$ cat src/rtl/i2cq_pkg.sv
package i2cq_pkg;

  typedef enum logic [1:0] {
    OP_START = 2'd0,
    OP_STOP  = 2'd1,
    OP_WRITE = 2'd2,
    OP_READ  = 2'd3
  } bus_op_e;

  typedef enum logic [1:0] {
    RA_TX   = 2'd0,
    RA_RX   = 2'd1,
    RA_STAT = 2'd2,
    RA_CTRL = 2'd3
  } reg_addr_e;

  // command word: read flag, stop flag, start flag, value byte
  typedef struct packed {
    logic       rd;
    logic       stop;
    logic       start;
    logic [7:0] val;
  } cmd_t;

  localparam int CMD_W         = 11;
  localparam int STAT_DONE_BIT = 27;
  localparam int STAT_NACK_BIT = 21;
  localparam int CTL_TXCLR_BIT = 9;
  localparam int CTL_RXCLR_BIT = 10;
  localparam int CTL_EN_BIT    = 11;
  localparam int RX_EMPTY_BIT  = 8;

endpackage

$ cat src/rtl/i2cq_fifo.sv
module i2cq_fifo #(
  parameter int W     = 8,
  parameter int DEPTH = 16
) (
  input  logic         clk,
  input  logic         rst,
  input  logic         clr,
  input  logic         push,
  input  logic [W-1:0] wdata,
  input  logic         pop,
  output logic [W-1:0] rdata,
  output logic         full,
  output logic         empty
);
  localparam int AW = $clog2(DEPTH);

  logic [W-1:0] mem [DEPTH];
  logic [AW-1:0] wptr, rptr;
  logic [AW:0]   level;
  logic          push_ok, pop_ok;

  assign full    = (level == (AW+1)'(DEPTH));
  assign empty   = (level == '0);
  assign push_ok = push && !full && !clr;
  assign pop_ok  = pop && !empty && !clr;

  always_ff @(posedge clk) begin
    if (push_ok) mem[wptr] <= wdata;
  end

  always_ff @(posedge clk) begin
    if (pop_ok) rdata <= mem[rptr];
  end

  always_ff @(posedge clk) begin
    if (rst || clr) begin
      wptr  <= '0;
      rptr  <= '0;
      level <= '0;
    end else begin
      if (push_ok) wptr <= wptr + 1'b1;
      if (pop_ok)  rptr <= rptr + 1'b1;
      case ({push_ok, pop_ok})
        2'b10:   level <= level + 1'b1;
        2'b01:   level <= level - 1'b1;
        default: level <= level;
      endcase
    end
  end


  full_drop_chk: assert property (@(posedge clk) disable iff (rst)
    (full && push && !pop && !clr) |=> (level == $past(level)));

endmodule

$ cat src/rtl/i2cq_bitctl.sv
module i2cq_bitctl
  import i2cq_pkg::*;
#(
  parameter int DIVW = 8
) (
  input  logic            clk,
  input  logic            rst,
  input  logic [DIVW-1:0] div,
  input  logic            go,
  input  bus_op_e         op,
  input  logic [7:0]      wbyte,
  input  logic            ack_en,
  input  logic            sda_i,
  output logic            done,
  output logic [7:0]      rbyte,
  output logic            acked,
  output logic            scl_oe,
  output logic            sda_oe
);
  localparam logic [DIVW-1:0] ONE = DIVW'(1);

  logic            busy;
  logic [DIVW-1:0] dcnt, div_q;
  logic [1:0]      q;
  logic [3:0]      slot;
  logic [7:0]      sh;
  bus_op_e         op_q;
  logic            ack_q;
  logic            tick;
  logic [2:0]      bidx;

  assign tick  = busy && (dcnt == div_q);
  assign bidx  = 3'd7 - slot[2:0];
  assign rbyte = sh;

  always_ff @(posedge clk) begin
    if (rst) begin
      busy   <= 1'b0;
      done   <= 1'b0;
      dcnt   <= '0;
      div_q  <= '0;
      q      <= '0;
      slot   <= '0;
      sh     <= '0;
      op_q   <= OP_STOP;
      ack_q  <= 1'b0;
      acked  <= 1'b0;
      scl_oe <= 1'b0;
      sda_oe <= 1'b0;
    end else begin
      done <= 1'b0;
      if (!busy) begin
        if (go) begin
          busy  <= 1'b1;
          op_q  <= op;
          sh    <= wbyte;
          ack_q <= ack_en;
          div_q <= div;
          dcnt  <= '0;
          q     <= '0;
          slot  <= '0;
        end
      end else if (!tick) begin
        dcnt <= dcnt + ONE;
      end else begin
        dcnt <= '0;
        q    <= q + 2'd1;
        unique case (op_q)
          OP_START: begin
            case (q)
              2'd0:    sda_oe <= 1'b0;
              2'd1:    scl_oe <= 1'b0;
              2'd2:    sda_oe <= 1'b1;
              default: scl_oe <= 1'b1;
            endcase
          end
          OP_STOP: begin
            case (q)
              2'd0:    sda_oe <= 1'b1;
              2'd1:    scl_oe <= 1'b0;
              2'd2:    sda_oe <= 1'b0;
              default: ;
            endcase
          end
          OP_WRITE, OP_READ: begin
            case (q)
              2'd0: begin
                scl_oe <= 1'b1;
                if (slot == 4'd8) sda_oe <= (op_q == OP_READ) && ack_q;
                else              sda_oe <= (op_q == OP_WRITE) && !sh[bidx];
              end
              2'd1: scl_oe <= 1'b0;
              2'd2: begin
                if (slot == 4'd8)          acked <= !sda_i;
                else if (op_q == OP_READ)  sh    <= {sh[6:0], sda_i};
              end
              default: scl_oe <= 1'b1;
            endcase
          end
        endcase
        if (q == 2'd3) begin
          if (op_q == OP_START || op_q == OP_STOP || slot == 4'd8) begin
            busy <= 1'b0;
            done <= 1'b1;
          end else begin
            slot <= slot + 4'd1;
          end
        end
      end
    end
  end


  sda_edge_chk: assert property (@(posedge clk) disable iff (rst)
    (!scl_oe && !$past(scl_oe) && (sda_oe != $past(sda_oe)))
      |-> (op_q == OP_START || op_q == OP_STOP));


  div_window_chk: assert property (@(posedge clk) disable iff (rst)
    busy |-> (dcnt <= div_q));

endmodule

$ cat src/rtl/i2cq_seq.sv
module i2cq_seq
  import i2cq_pkg::*;
(
  input  logic       clk,
  input  logic       rst,
  input  logic       en,
  input  logic       tx_empty,
  input  cmd_t       tx_cmd,
  output logic       tx_pop,
  output logic       eng_go,
  output bus_op_e    eng_op,
  output logic [7:0] eng_byte,
  output logic       eng_ack,
  input  logic       eng_done,
  input  logic       eng_acked,
  output logic       rx_push,
  output logic       set_done,
  output logic       set_nack
);
  typedef enum logic [3:0] {
    S_IDLE, S_FETCH, S_ADDR, S_WR, S_RD, S_STOP, S_NSTOP, S_FLUSH, S_FLCHK
  } seq_st_e;

  seq_st_e    st;
  cmd_t       cmd_q;
  logic [7:0] cnt;

  assign tx_pop   = (st == S_IDLE && en && !tx_empty) || (st == S_FLUSH && !tx_empty);
  assign rx_push  = (st == S_RD) && eng_done;
  assign set_nack = (st == S_WR) && eng_done && !eng_acked;
  assign set_done = ((st == S_STOP) && eng_done)
                 || ((st == S_NSTOP) && eng_done && cmd_q.stop)
                 || ((st == S_FLUSH) && tx_empty)
                 || ((st == S_FLCHK) && tx_cmd.stop);

  always_ff @(posedge clk) begin
    if (rst) begin
      st       <= S_IDLE;
      cmd_q    <= '0;
      cnt      <= '0;
      eng_go   <= 1'b0;
      eng_op   <= OP_STOP;
      eng_byte <= '0;
      eng_ack  <= 1'b0;
    end else begin
      eng_go <= 1'b0;
      unique case (st)
        S_IDLE: if (tx_pop) st <= S_FETCH;
        S_FETCH: begin
          cmd_q <= tx_cmd;
          if (tx_cmd.start) begin
            eng_go <= 1'b1; eng_op <= OP_START;
            st <= S_ADDR;
          end else if (tx_cmd.rd) begin
            cnt <= tx_cmd.val;
            if (tx_cmd.val == 8'd0) begin
              if (tx_cmd.stop) begin
                eng_go <= 1'b1; eng_op <= OP_STOP; st <= S_STOP;
              end else begin
                st <= S_IDLE;
              end
            end else begin
              eng_go <= 1'b1; eng_op <= OP_READ;
              eng_ack <= (tx_cmd.val != 8'd1);
              st <= S_RD;
            end
          end else begin
            eng_go <= 1'b1; eng_op <= OP_WRITE; eng_byte <= tx_cmd.val;
            st <= S_WR;
          end
        end
        S_ADDR: if (eng_done) begin
          eng_go <= 1'b1; eng_op <= OP_WRITE; eng_byte <= cmd_q.val;
          st <= S_WR;
        end
        S_WR: if (eng_done) begin
          if (!eng_acked) begin
            eng_go <= 1'b1; eng_op <= OP_STOP; st <= S_NSTOP;
          end else if (cmd_q.stop) begin
            eng_go <= 1'b1; eng_op <= OP_STOP; st <= S_STOP;
          end else begin
            st <= S_IDLE;
          end
        end
        S_RD: if (eng_done) begin
          cnt <= cnt - 8'd1;
          if (cnt != 8'd1) begin
            eng_go <= 1'b1; eng_op <= OP_READ;
            eng_ack <= (cnt != 8'd2);
          end else if (cmd_q.stop) begin
            eng_go <= 1'b1; eng_op <= OP_STOP; st <= S_STOP;
          end else begin
            st <= S_IDLE;
          end
        end
        S_STOP:  if (eng_done) st <= S_IDLE;
        S_NSTOP: if (eng_done) st <= cmd_q.stop ? S_IDLE : S_FLUSH;
        S_FLUSH: st <= tx_empty ? S_IDLE : S_FLCHK;
        S_FLCHK: st <= tx_cmd.stop ? S_IDLE : S_FLUSH;
        default: st <= S_IDLE;
      endcase
    end
  end


  idle_gate_chk: assert property (@(posedge clk) disable iff (rst)
    (st == S_IDLE && !en) |=> (st == S_IDLE && !eng_go));

endmodule

$ cat src/rtl/cmdq_i2c_master.sv
module cmdq_i2c_master
  import i2cq_pkg::*;
#(
  parameter int FIFO_DEPTH = 16,
  parameter int DIV_W      = 8
) (
  input  logic        clk,
  input  logic        rst,
  input  logic        reg_wr,
  input  logic        reg_rd,
  input  logic [1:0]  reg_addr,
  input  logic [31:0] reg_wdata,
  output logic [31:0] reg_rdata,
  output logic        scl_oe,
  output logic        sda_oe,
  input  logic        sda_i
);
  logic             ctl_en;
  logic [DIV_W-1:0] ctl_div;
  logic             done_f, nack_f;
  logic             rsel_rx, rx_empty_q;
  logic [31:0]      other_q;

  logic             tx_push, tx_clr, tx_pop, tx_full, tx_empty;
  logic [CMD_W-1:0] tx_rdata;
  cmd_t             tx_cmd;
  logic             rx_push, rx_clr, rx_pop, rx_full, rx_empty;
  logic [7:0]       rx_rdata;

  logic             eng_go, eng_ack, eng_done, eng_acked;
  bus_op_e          eng_op;
  logic [7:0]       eng_byte, eng_rbyte;
  logic             set_done, set_nack;
  logic             wr_ctl, wr_stat;
  logic             wdata_unused;

  assign wdata_unused = ^{reg_wdata[31:28], reg_wdata[26:22], reg_wdata[20:12], rx_full};

  assign wr_ctl  = reg_wr && (reg_addr == RA_CTRL);
  assign wr_stat = reg_wr && (reg_addr == RA_STAT);
  assign tx_push = reg_wr && (reg_addr == RA_TX);
  assign tx_clr  = wr_ctl && reg_wdata[CTL_TXCLR_BIT];
  assign rx_clr  = wr_ctl && reg_wdata[CTL_RXCLR_BIT];
  assign rx_pop  = reg_rd && (reg_addr == RA_RX);
  assign tx_cmd  = cmd_t'(tx_rdata);

  i2cq_fifo #(.W(CMD_W), .DEPTH(FIFO_DEPTH)) i_txq (
    .clk(clk), .rst(rst), .clr(tx_clr),
    .push(tx_push), .wdata(reg_wdata[CMD_W-1:0]),
    .pop(tx_pop), .rdata(tx_rdata), .full(tx_full), .empty(tx_empty)
  );

  i2cq_fifo #(.W(8), .DEPTH(FIFO_DEPTH)) i_rxq (
    .clk(clk), .rst(rst), .clr(rx_clr),
    .push(rx_push), .wdata(eng_rbyte),
    .pop(rx_pop), .rdata(rx_rdata), .full(rx_full), .empty(rx_empty)
  );

  i2cq_seq i_seq (
    .clk(clk), .rst(rst), .en(ctl_en),
    .tx_empty(tx_empty), .tx_cmd(tx_cmd), .tx_pop(tx_pop),
    .eng_go(eng_go), .eng_op(eng_op), .eng_byte(eng_byte), .eng_ack(eng_ack),
    .eng_done(eng_done), .eng_acked(eng_acked),
    .rx_push(rx_push), .set_done(set_done), .set_nack(set_nack)
  );

  i2cq_bitctl #(.DIVW(DIV_W)) i_bit (
    .clk(clk), .rst(rst), .div(ctl_div),
    .go(eng_go), .op(eng_op), .wbyte(eng_byte), .ack_en(eng_ack),
    .sda_i(sda_i), .done(eng_done), .rbyte(eng_rbyte), .acked(eng_acked),
    .scl_oe(scl_oe), .sda_oe(sda_oe)
  );

  always_ff @(posedge clk) begin
    if (rst) begin
      ctl_en     <= 1'b0;
      ctl_div    <= '0;
      done_f     <= 1'b0;
      nack_f     <= 1'b0;
      rsel_rx    <= 1'b0;
      rx_empty_q <= 1'b1;
      other_q    <= '0;
    end else begin
      if (wr_ctl) begin
        ctl_en  <= reg_wdata[CTL_EN_BIT];
        ctl_div <= reg_wdata[DIV_W-1:0];
      end
      if (set_done)                               done_f <= 1'b1;
      else if (wr_stat && reg_wdata[STAT_DONE_BIT]) done_f <= 1'b0;
      if (set_nack)                               nack_f <= 1'b1;
      else if (wr_stat && reg_wdata[STAT_NACK_BIT]) nack_f <= 1'b0;
      if (reg_rd) begin
        rsel_rx    <= (reg_addr == RA_RX);
        rx_empty_q <= rx_empty;
        case (reg_addr)
          RA_STAT: other_q <= (32'(done_f) << STAT_DONE_BIT) | (32'(nack_f) << STAT_NACK_BIT);
          RA_CTRL: other_q <= (32'(ctl_en) << CTL_EN_BIT) | 32'(ctl_div);
          default: other_q <= '0;
        endcase
      end
    end
  end

  always_comb begin
    if (rsel_rx)
      reg_rdata = (32'(rx_empty_q) << RX_EMPTY_BIT) | (rx_empty_q ? 32'd0 : 32'(rx_rdata));
    else
      reg_rdata = other_q;
  end


  nack_cause_chk: assert property (@(posedge clk) disable iff (rst)
    $rose(nack_f) |-> $past(eng_done && !eng_acked));


  done_sticky_chk: assert property (@(posedge clk) disable iff (rst)
    (done_f && !(wr_stat && reg_wdata[STAT_DONE_BIT])) |=> done_f);

endmodule

$ cat config.mk
export PLATFORM = sky130hd
export DESIGN_NAME = cmdq_i2c_master
export DESIGN_NICKNAME = d
export VERILOG_FILES = /design/src/rtl/i2cq_pkg.sv /design/src/rtl/i2cq_fifo.sv /design/src/rtl/i2cq_bitctl.sv /design/src/rtl/i2cq_seq.sv /design/src/rtl/cmdq_i2c_master.sv
export SDC_FILE = /design/constraint.sdc
export NUM_CORES = 1
export LEC_CHECK = 0
export ABC_AREA = 1
export BUFFER_PORTS_ARGS = -buffer_cell sky130_fd_sc_hd__clkbuf_2
export CAP_MARGIN = 5
export CORE_UTILIZATION = 60
export DETAILED_ROUTE_END_ITERATION = 8
export MAX_ROUTING_LAYER = met4
export PLACE_DENSITY = 0.79
export SLEW_MARGIN = 20
export SYNTH_ARGS = -nofsm -noshare
export SYNTH_HDL_FRONTEND = slang
export SYNTH_HIERARCHICAL = 1
export SYNTH_SLANG_ARGS = --single-unit
$ cat constraint.sdc
create_clock -name clk -period 9 [get_ports clk]
set_input_delay 0.45 -clock clk [delete_from_list [all_inputs] [get_ports clk]]
set_output_delay 0.45 -clock clk [all_outputs]
set_load 0.01 [all_outputs]
Yosys cells after proc, flatten, opt, wreduce, memory -nomap -nowiden. Memories as Yosys holds them, arrays and structs flattened. A register that Yosys moved wholly into a read port is not among the register bits. Cells that the tools add are included.

Register bits: 142. Output and inout bits: 34. Bits of input ports: 39. Memory bits (writable): 304. Logic and storage cells: 287. Memories: 2.

$lt $le $gt $ge: 1. Multiplexer cells: 101. Reduce and logical (&&, ||, !) cells: 77. Bitwise operators: 6. Equality and inequality tests: 54. Add/subtract/negate cells: 13.

Memories: i_txq.mem (depth 16, width 11, read ports 1, clocked after Yosys merged registers in 1, wr ports 1, line i2cq_fifo.sv:17) `logic [W-1:0] mem [DEPTH];`; i_rxq.mem (depth 16, width 8, read ports 1, clocked after Yosys merged registers in 1, wr ports 1, line i2cq_fifo.sv:17).

Operators with widths (number): $mux 8 (17); $mux 4 (15); $pmux 28 s2 (1); $ne 2x2->1 const B (18); $pmux 4 s9 (1); $mux 1 (33); $mux 32 (1); $pmux 8 s2 (2); $logic_and 1x1->1 (30); $or 28x22->28 (1); $mux 2 (13); $add 4x1->4 const B (5); $pmux 5 s2 (2); $reduce_and 5->1 (4); $mux 3 (6); $eq 2x2->1 const B (8); $eq 4x3->1 const B (4); $ne 8x1->1 const B (2); $reduce_bool 2->1 (7); $or 12x8->12 (1); $reduce_and 4->1 (3); $reduce_and 6->1 (2); $add 5x1->5 const B (2); $eq 2x1->1 const B (5); other kinds (33) (69).

Longest topological paths before layout.
Depth in word-level cells: 8. Gate-level depth with buffers: 19. Depth with buffers taken out: 19.

Hierarchy. The synthesis kept the hierarchy.

Modules (own cells, without submodules): i2cq_fifo at i_txq (area each 8748.4 um^2, cells an instance 865, seq. area each 5875.6 um^2, instances 1); i2cq_fifo at i_rxq (area each 6665.1 um^2, cells an instance 674, seq. area each 4344.2 um^2, instances 1); i2cq_bitctl (area each 2108.3 um^2, cells an instance 321, seq. area each 760.7 um^2, instances 1); i2cq_seq (area each 1996.9 um^2, cells an instance 318, seq. area each 660.6 um^2, instances 1); cmdq_i2c_master (area each 1212.4 um^2, cells an instance 173, seq. area each 480.5 um^2, instances 1).

Worst setup path after synthesis. Ideal clock, no wire load.

Kind: register to register. From: reg i_txq.level[1]. To: reg i_txq.level[4]. Stages on the path, launching flop included: 16. Arrival time: 2.907 ns. Library setup time: 0.115 ns. Period minus slack after synthesis: 3.022 ns. Path buffers: 0. Data required time: 8.885 ns. Path slack: 5.978 ns. Cell sequence: dfxtp_1 nor2_1 nand3_1 inv_1 inv_1 nand2_1 o31ai_1 nand3_1 inv_1 ha_1 ha_1 or2_2 nand3_1 nand2_1 o21ai_0 inv_1.

Word-level cells in the longest chain between the ends: 8. Elaborated cells between the ends (all ways): 17. Classes of those cells: add/sub (2); eq/ne (3); mux (1); reduce/logical (11).

RTL lines: start, declared (line i2cq_fifo.sv:19) `logic [AW:0] level;`; start signal, assigned (line i2cq_fifo.sv:44) `2'b10: level <= level + 1'b1;`; start signal, assigned (line i2cq_fifo.sv:45) `2'b01: level <= level - 1'b1;`; start signal, assigned (line i2cq_fifo.sv:46) `default: level <= level;`; $logic_not 5->1 (*) (line i2cq_fifo.sv:23) `assign empty = (level == '0);`; via tx_empty (line cmdq_i2c_master.sv:24) `logic tx_push, tx_clr, tx_pop, tx_full, tx_empty;`; $logic_not 1->1 (*) (line i2cq_seq.sv:28) `assign tx_pop = (st == S_IDLE && en && !tx_empty) || (st == S_FLUSH && !tx_empty);`; $logic_and 1x1->1 (line i2cq_seq.sv:28); $logic_or 1x1->1 (*) (line i2cq_seq.sv:28); via tx_pop (line cmdq_i2c_master.sv:24); $logic_and 1x1->1 (*) (2 in a row) (line i2cq_fifo.sv:25) `assign pop_ok = pop && !empty && !clr;`; via i_txq.pop_ok (line i2cq_fifo.sv:20) `logic push_ok, pop_ok;`; $eq 2x1->1 or $eq 2x2->1 (tied branches) (line i2cq_fifo.sv:43) `case ({push_ok, pop_ok})`; $pmux 5 s2 or $reduce_bool 2->1 (tied branches).

The timed path passes the listed nets; every way through them passes the cells marked *. A chain may end at the register's enable or synchronous reset.

Final worst setup path.
From: reg i_txq.level[0]. To: reg i_txq.level[4].

The elaborated chain is that of the path after synthesis.

==> flow_summary_export.csv <==
group,metric,value,unit
synthesis,yosysWarningCount,6,
clock_tree,post_cts_buffers,0,
global_routing,grt_pass1_vias,14700,
detailed_routing,viasPerCell,5.46,
clock_tree,cts-root-buf,"clkbuf_16",
sta,period_share,0.414,
clock_tree,clk-insertion-delay-late,540,ps
sta,hold_viol,0,
final_layout,fillers,2558,
job,max-cap-violations,0,
sta,setup_tns,0,ps
sta,setup_viol,0,
clock_tree,ctsResizeCount,0,
global_routing,grt_max_degree,90,
final_layout,syn_to_final_growth,8.18,%
synthesis,synth.avg_cell_area,8.82,um2
placed_design,globalplace.congestion,0.943,
worst_setup_path,path_class,"flip-flop to flip-flop",
final_layout,final_util,0.664,
placed_design,portBuffers,34,
floorplanning,die_h,188,um
final_layout,diodes,0,
worst_setup_path,cp.arrival,4150,ps
worst_setup_path,r2r_end,"i_txq/level[4]",
worst_setup_path,slowest_stage,"o31ai_1",
hold_path,hp-start,"reg_wdata[11]",
global_routing,track_usage,0.273,
synthesis,synthCells,2349,
clock_tree,path_clk_slew,60,ps
floorplanning,io_pins,73,
detailed_routing,drt-initial-drc-count,1466,
sta,max_clock_freq,269,MHz
worst_setup_path,critPathLaunchType,"flip-flop",
hold_path,hp-class,"input pin to flip-flop",
floorplanning,dieArea,35300,um2
detailed_routing,ant_nets,0,
worst_setup_path,r2r_cells,15,
global_routing,grt_first_pass_wirelength,74000,um
worst_setup_path,cpPeakStageDelay,630,ps
clock_tree,cts.htree.levels,2,
clock_tree,cts_buffers,45,
pwr,ir_worst_vdd,0.173,mV
detailed_routing,routedWlPerCell,16.5,um
global_routing,overflow,0,
worst_setup_path,critPathMaxFanout,12,
worst_setup_path,crit_family,"simple AND/OR/NAND/NOR gates",
worst_setup_path,cp_common_cell,"inv_1",
detailed_routing,dr_total_vias,15500,
worst_setup_path,crit_path_end_kind,"flip-flop",
clock_tree,holdBufCountCts,0,
synthesis,synth_area,20700,um2
final_layout,fin_nets,2418,
sta,rsz0062_at_grt,"false",
detailed_routing,drc_errors,0,
floorplanning,rows,67,
clock_tree,clockBufferDepth,3,
sta,slew_headroom,0.232,
clock_tree,cts_tree,"built",
outcome,outcome,"finished, final reports clean",
worst_setup_path,r2r-start,"i_txq/level[0]",
worst_setup_path,required,9430,ps
floorplanning,initial_core_util,0.613,
hold_path,min_path_cells,3,
placed_design,hpwl,29200,um
final_layout,drive_gt1_frac,0.0872,
global_routing,antenna_found_initial,0,
worst_setup_path,rrSetupSlack,5280,ps
sta,min_period,3720,ps
hold_path,min_to,"ctl_en",
detailed_routing,totalWireLength,46800,um
pwr,p_per_area,195,nW/um2
worst_setup_path,crit_buf_inv,4,
sta,worst_pin_slew,1150,ps
floorplanning,core_area,33800,um2
worst_setup_path,path_cells,"nor2_1, nand3_1, inv_1, inv_1, nand2_1, o31ai_1, nand3_1, inv_1, ha_1, ha_1, or2_2, nand3_1, nand2_1, o21ai_0, inv_1",
sta,finalMaxSlewViolations,0,
sta,clock_skew,19.5,ps
clock_tree,clock-sinks,444,
floorplanning,chipWidth,188,um
detailed_routing,drtPass1Iterations,6,
pwr,leakage,9.40,nW
-- through the flow --
step	setup slack [ps]	cell area [um2]	hold slack [ps]	std cells	total power [mW]
after CTS	5420	22400	180	2833	4.40
after global routing	4960	22400	215	2833	4.52
after detailed placement	5430	20900	451	2750	2.58
after floorplan	5980	20800	420	2368	2.51
after global placement	5540	20900	435	2750	2.57
final	5280	22400	190	2833	4.38
-- worst max path at each step --
stage                              start              to  slack, ps  cells past startpoint
after detailed placement  i_txq/level[0]  i_txq/level[4]       5430                     15
after CTS                 i_txq/level[0]  i_txq/level[4]       5420                     15
after floorplan           i_txq/level[1]  i_txq/level[4]       5980                     15
after global placement    i_txq/level[0]  i_txq/level[4]       5540                     15
final                     i_txq/level[0]  i_txq/level[4]       5280                     15
after global routing      i_txq/level[1]  i_txq/level[4]       4960                     15
-- per-layer routing --
layer	up-vias	wire, um	part of all wire	GRT usage
li1	7525	-	-	-
met1	7145	18900	0.40	0.338
met2	663	23100	0.49	0.456
met3	122	3120	0.067	0.0286
met4	0	1740	0.037	0.118
met5	-	0	0	-
-- final cells by class --
type / count / area [um2] / share of cell area
Sequential cell: 444 / 12100 / 0.541
Multi-Input combinational cell: 1441 / 6640 / 0.296
Inverter: 377 / 1420 / 0.0634
Clock buffer: 56 / 1220 / 0.0544
Tap cell: 448 / 561 / 0.0250
Clock inverter: 27 / 240 / 0.0107
Timing Repair Buffer: 40 / 215 / 0.00960
-- sequential cells by signal, indices dropped and copies added (netlist names), 4 cells and up --
signal and flops:
i_bit/rbyte 8, i_rxq/rdata 8, ctl_div 8, i_bit/div_q 8
i_rxq/wptr 4, i_rxq/rptr 4, i_rxq/mem 128, i_seq/eng_byte 8
i_seq/cmd_q 9, i_txq/wptr 4, i_txq/mem 176, i_txq/rdata 11
i_txq/rptr 4, i_rxq/level 5, other_q 11, i_bit/dcnt 8
i_seq/st 4, i_txq/level 5, i_bit/slot 4, i_seq/cnt 8
-- cells in the final DEF, fill, tap and decap left out, types with 6 or more instances in the layout --
cell type  instances
inv_1            305
dfxtp_1          119
conb_1            20
nand2_1          672
clkinv_1          28
ha_1              28
o21ai_0           80
clkbuf_1           7
clkinv_2           9
edfxtp_1         323
clkbuf_2          34
clkbuf_16         46
nor2_1           143
xor2_1             6
a21oi_1           92
nor2_2            22
inv_2             52
nand4_1           14
nand3_1          310
buf_4              6
-- power by group --
| group | internal [mW] | total (mW) | switching [mW] | leakage, nW |
|---|---|---|---|---|
| sequential | 2.23 | 2.27 | 0.0446 | 3.92 |
| clock | 1.07 | 1.83 | 0.760 | 0.709 |
| combinational | 0.0802 | 0.270 | 0.190 | 4.77 |
-- tightest hold or removal path, stage by stage --
cell	delay [ps]
clkbuf_2	100
nand2_1	70
a21oi_1	60
No activity file was read; power rests on OpenSTA's default activity.
